$ cat src/rtl/burst_addr_pkg.sv
// Package: shared types for the burst address generator.
// Assumes: the beat counter width is passed as a parameter to each user.
package burst_addr_pkg;

    // Burst ordering selected by the static mode pin
    typedef enum logic {
        ORDER_LINEAR      = 1'b0,
        ORDER_INTERLEAVED = 1'b1
    } burst_order_e;

    // Per-edge action of the sequencer
    typedef enum logic [1:0] {
        ACT_HOLD = 2'd0,
        ACT_STEP = 2'd1,
        ACT_LOAD = 2'd2
    } burst_act_e;

    // Resolve start strobes and advance into one action; a start wins
    function automatic burst_act_e decode_act(input logic s_a, input logic s_b,
                                              input logic adv);
        if (s_a || s_b)
            return ACT_LOAD;
        else if (adv)
            return ACT_STEP;
        else
            return ACT_HOLD;
    endfunction

endpackage

$ cat src/rtl/bag_beat_counter.sv
// Module: beat counter of a burst.
// Clears to zero on a load, increments on a step, and wraps modulo 2**BEAT_W.
// Flags the final beat of the burst.
// Assumes: act is already resolved with load taking priority.
module bag_beat_counter
    import burst_addr_pkg::*;
#(
    parameter int unsigned BEAT_W = 2
) (
    input  logic              clk,
    input  logic              rst_n,
    input  burst_act_e        act,
    output logic [BEAT_W-1:0] beat,
    output logic              last_beat
);
    localparam logic [BEAT_W-1:0] BEAT_ONE  = BEAT_W'(1);
    localparam logic [BEAT_W-1:0] BEAT_LAST = {BEAT_W{1'b1}};

    logic [BEAT_W-1:0] beat_r;

    // Beat register: reset, clear on load, step modulo burst length
    always_ff @(posedge clk) begin
        if (!rst_n)
            beat_r <= '0;
        else begin
            case (act)
                ACT_LOAD: beat_r <= '0;
                ACT_STEP: beat_r <= beat_r + BEAT_ONE;
                default:  beat_r <= beat_r;
            endcase
        end
    end

    // Final-beat flag from the current count
    always_comb begin
        last_beat = (beat_r == BEAT_LAST);
    end

    assign beat = beat_r;
endmodule

$ cat src/rtl/bag_base_reg.sv
// Module: holds the address captured at the start of a burst.
// Assumes: load is a single-cycle decision made at the clock edge.
module bag_base_reg #(
    parameter int unsigned ADDR_W = 15
) (
    input  logic              clk,
    input  logic              rst_n,
    input  logic              load,
    input  logic [ADDR_W-1:0] addr_in,
    output logic [ADDR_W-1:0] base
);
    logic [ADDR_W-1:0] base_r;

    // Base capture: reset to zero, take the new address on load
    always_ff @(posedge clk) begin
        if (!rst_n)
            base_r <= '0;
        else if (load)
            base_r <= addr_in;
    end

    assign base = base_r;
endmodule

$ cat src/rtl/bag_order_map.sv
// Module: maps base low bits and the beat count to the current low bits.
// The map is either a modulo add (linear) or a bitwise XOR (interleaved).
// Assumes: the order pin is static during normal use, but the map is purely
// combinational, so a change on it takes effect at once.
module bag_order_map
    import burst_addr_pkg::*;
#(
    parameter int unsigned BEAT_W = 2
) (
    input  logic [BEAT_W-1:0] base_lo,
    input  logic [BEAT_W-1:0] beat,
    input  burst_order_e      order,
    output logic [BEAT_W-1:0] lo_out
);
    logic [BEAT_W-1:0] lin_lo;
    logic [BEAT_W-1:0] ilv_lo;

    // Linear candidate: add with natural modulo wrap
    always_comb begin
        lin_lo = base_lo + beat;
    end

    // Interleaved candidate: one XOR per bit
    for (genvar g = 0; g < BEAT_W; g++) begin : g_ilv_bit
        assign ilv_lo[g] = base_lo[g] ^ beat[g];
    end

    // Order select, unregistered
    always_comb begin
        lo_out = (order == ORDER_INTERLEAVED) ? ilv_lo : lin_lo;
    end
endmodule

$ cat src/rtl/burst_addr_gen.sv
// Module: burst address generator (top).
// Captures the external address on either start strobe. Steps the low
// BEAT_W bits by the beat counter on each advance, in linear or interleaved
// order, and flags the final beat.
// Assumes: all controls except order_ilv are sampled at the rising edge.
module burst_addr_gen
    import burst_addr_pkg::*;
#(
    parameter int unsigned ADDR_W = 15,
    parameter int unsigned BEAT_W = 2
) (
    input  logic              clk,
    input  logic              rst_n,
    input  logic [ADDR_W-1:0] addr_d,
    input  logic              start_cpu,
    input  logic              start_ctl,
    input  logic              step,
    input  logic              order_ilv,
    output logic [ADDR_W-1:0] addr_q,
    output logic              burst_last
);
    localparam int unsigned UPPER_W = ADDR_W - BEAT_W;

    burst_act_e        act;
    burst_order_e      order;
    logic [ADDR_W-1:0] base;
    logic [BEAT_W-1:0] beat;
    logic [BEAT_W-1:0] lo_bits;

    // Resolve controls for this edge
    always_comb begin
        act   = decode_act(start_cpu, start_ctl, step);
        order = burst_order_e'(order_ilv);
    end

    bag_base_reg #(.ADDR_W(ADDR_W)) base_i (
        .clk     (clk),
        .rst_n   (rst_n),
        .load    (act == ACT_LOAD),
        .addr_in (addr_d),
        .base    (base)
    );

    bag_beat_counter #(.BEAT_W(BEAT_W)) beat_i (
        .clk       (clk),
        .rst_n     (rst_n),
        .act       (act),
        .beat      (beat),
        .last_beat (burst_last)
    );

    bag_order_map #(.BEAT_W(BEAT_W)) map_i (
        .base_lo (base[BEAT_W-1:0]),
        .beat    (beat),
        .order   (order),
        .lo_out  (lo_bits)
    );

    // Output address: fixed upper part with the sequenced low bits
    always_comb begin
        addr_q = {base[ADDR_W-1 -: UPPER_W], lo_bits};
    end
endmodule

$ cat config.mk
export PLATFORM = sky130hd
export DESIGN_NAME = burst_addr_gen
export DESIGN_NICKNAME = d
export VERILOG_FILES = /design/src/rtl/burst_addr_pkg.sv /design/src/rtl/bag_beat_counter.sv /design/src/rtl/bag_base_reg.sv /design/src/rtl/bag_order_map.sv /design/src/rtl/burst_addr_gen.sv
export SDC_FILE = /design/constraint.sdc
export NUM_CORES = 1
export LEC_CHECK = 0
export CORE_UTILIZATION = 36
export DETAILED_ROUTE_END_ITERATION = 8
export DONT_BUFFER_PORTS = 1
export PLACE_DENSITY_LB_ADDON = 0.25
export SYNTH_ARGS = -nofsm -noshare
export SYNTH_HDL_FRONTEND = slang
export SYNTH_HIERARCHICAL = 1
export SYNTH_SLANG_ARGS = --single-unit
$ cat constraint.sdc
create_clock -name clk -period 1.08 [get_ports clk]
set_input_delay 0.216 -clock clk [delete_from_list [all_inputs] [get_ports clk]]
set_output_delay 0.216 -clock clk [all_outputs]
set_load 0.005 [all_outputs]
==> flow_summary.json <==
{
  "clock_path_buffers": 2,
  "power_frac_comb": 0.091,
  "clock_latency_ns": 0.27,
  "grt_max_degree": 20,
  "cts_buffers": 3,
  "area_growth_pct": 12.22,
  "routedWlPerCell_um": 11.61,
  "finalHoldViolCount": 0,
  "rows": 16,
  "violations": "setup timing",
  "cts_tree": "built",
  "power_density_nw_per_um2": 1347,
  "totalNegativeSetupSlack_ns": -0.2473,
  "drc": 0,
  "setup_slack_ns": -0.1650,
  "first_iter_violations": 1,
  "finClkSkew_ns": 0.00008585,
  "cts_root_buf": "clkbuf_4",
  "nets": 93,
  "grt_setup_unrepaired": "true",
  "grt_pass1_wl_um": 1552,
  "grt_overflow": 0,
  "cap_violations": 0,
  "relSlewSlack": 0.8316,
  "ys_types": 15,
  "die_x_um": 47.25,
  "avgSynthCellArea_um2": 11.34,
  "clock_sinks": 17,
  "required_ns": 0.86,
  "critical_path_peak_fanout": 2,
  "ir_drop_v": 0.0004828,
  "start_util": 0.3795,
  "p_sw_mw": 0.2472,
  "worstPathArrival_ns": 1.03,
  "ioPinCount": 37,
  "worstHoldPathType": "in2reg",
  "portBuffers": 0,
  "maxSlewViolCount": 0,
  "yosysTopAreaCellShare": 0.4618,
  "die_h_um": 47.25,
  "power.share.sequential": 0.619,
  "drt_wl_total_um": 1103,
  "p_sw_frac": 0.2219,
  "cp_cell_sequence": "ha_4 -> nor2b_4 -> xnor2_2",
  "crit_path_start_kind": "flip-flop",
  "pre_cts_ws_ns": 0.003356,
  "yosysWarnings": 6,
  "clk_pin_slew_ns": 0.09,
  "drt_first_pass_iters": 2,
  "synth_largest_area_cell": "dfxtp_1",
  "antenna_found_initial": 0,
  "nFillCells": 194,
  "ys_ff_latch": 17,
  "htreeDepth": 1,
  "critical_path.max_stage_delay_ns": 0.35,
  "ctsHoldBuffers": 0,
  "end_kind": "primary output",
  "final_cell_mix": "mux2i_1, nor2b_1, dfxtp_1",
  "post-dp-hpwl_um": 801.4,
  "fin_crit_ns": 1.245,
  "diodes": 0,
  "total_leakage_power_nw": 0.3843,
  "seq_area_frac_synth": 0.4618,
  "layout-drive-gt1-share": 0.1912,
  "drtAntennaViolNets": 0,
  "syn_area_um2": 737.0,
  "synthTopCellsByArea": "dfxtp_1, mux2i_1, nor2b_1",
  "grt_pass1_vias": 395,
  "avgViaCountPerCell": 4.695,
  "syn-instance-count": 65,
  "period_share": 1.153,
  "clockPowerShare": 0.290,
  "setup_viol": 3,
  "core_um2": 1942,
  "postSynthNetCount": 89,
  "criticalPathCategory": "reg2out",
  "cp_slowest_cell": "dfxtp_2",
  "vias": 446,
  "internal-power_mw": 0.8670,
  "timing.fmax_ghz": 0.8032,
  "gp_congestion": 0.6550,
  "status": "finished with violations",
  "worstMarginPinSlew_ns": 0.2525,
  "grt_usage": 0.1026,
  "dieArea_um2": 2232
}
[area by class of cell]
type                            count  area, µm²  share of cell area
Multi-Input combinational cell     44      405.4              0.4902
Sequential cell                    17      342.8              0.4145
Tap cell                           27      33.78             0.04085
Clock buffer                        4      26.28             0.03177
Timing Repair Buffer                2      15.01             0.01815
Inverter                            1      3.754            0.004539
[cell families (layout without fill, tap and decap cells)]
kind of cell,after synthesis,after routing,share of synthesized area
xor+xnor,2,2,0.02377
fa+ha+maj,3,3,0.05094
simple gates,23,23,0.1902
flops,17,17,0.4618
buf+inv,4,7,0.05262
mux,15,15,0.2037
compound gates,1,1,0.01698
[timing repair]
action                     in CTS  in global routing
resized for setup              10                  1
buffers inserted                1                  0
setup endpoints to repair       3                  3
pin swaps                       2                  2
[final timing paths]
| path | depth (start not counted) | startpoint | slack [ns] | to |
|---|---|---|---|---|
| worst min-delay path | 1 | rst_n | 0.06 | base_i/base[1] |
| worst max-delay path | 3 | beat_i/beat[0] | -0.17 | addr_q[1] |
| worst min register to register | 2 | base_i/base[4] | 0.54 | base_i/base[4] |
| worst max register to register | 4 | beat_i/beat[0] | 0.13 | beat_i/beat[1] |
[sequential cells by signal, indices dropped and copies added, names as in the netlist]
| signal | flops |
|---|---|
| base_i/base | 15 |
| beat_i/beat | 2 |
[stage by stage]
step	hold slack (ns)	util	total power, mW	instances	instance area (µm²)
2_1_floorplan	0.3442	-	0.7971	65	737.0
3_3_place_gp	0.3478	0.3866	0.7983	91	750.7
3_5_place_dp	0.3519	0.3866	0.8012	91	750.7
4_1_cts	0.04639	0.4278	1.147	96	830.8
5_1_grt	0.04162	0.4259	1.189	95	827.0
6_report	0.06333	0.4259	1.114	95	827.0
[power by group through the flow]
stage	registers (mW)	clock network, mW	logic, mW
after floorplan	0.698	0	0.0994
after global placement	0.703	0	0.0955
after detailed placement	0.703	0	0.0984
after CTS	0.691	0.354	0.103
after global routing	0.697	0.379	0.113
final	0.690	0.323	0.101
[synth_stat cells (all sizes together)]
cell type	n
mux2i	15
nand2	2
buf	2
nor2b	16
dfxtp	17
or2	1
nor3b	1
nand4b	1
nand3	2
ha	3
o31ai	1
clkbuf	1
xnor2	2
inv	1
[critical path: cells and delay by family (launching register included)]
kind / cells / cell delay [ns]
AND/OR/NAND/NOR: 1 / 0.12
adder cells (fa/ha/maj): 1 / 0.15
XOR/XNOR: 1 / 0.14
flip-flops: 1 / 0.35
[layer usage]
metal | vias to the layer above | part of all wire | track usage
met3 | 0 | 0.12 | 0.03846
met1 | 195 | 0.40 | 0.1076
li1 | 226 | - | -
met4 | 0 | 0 | 0.06857
met5 | - | 0 | 0
met2 | 25 | 0.48 | 0.1699
(Power assumes the default switching activity.)
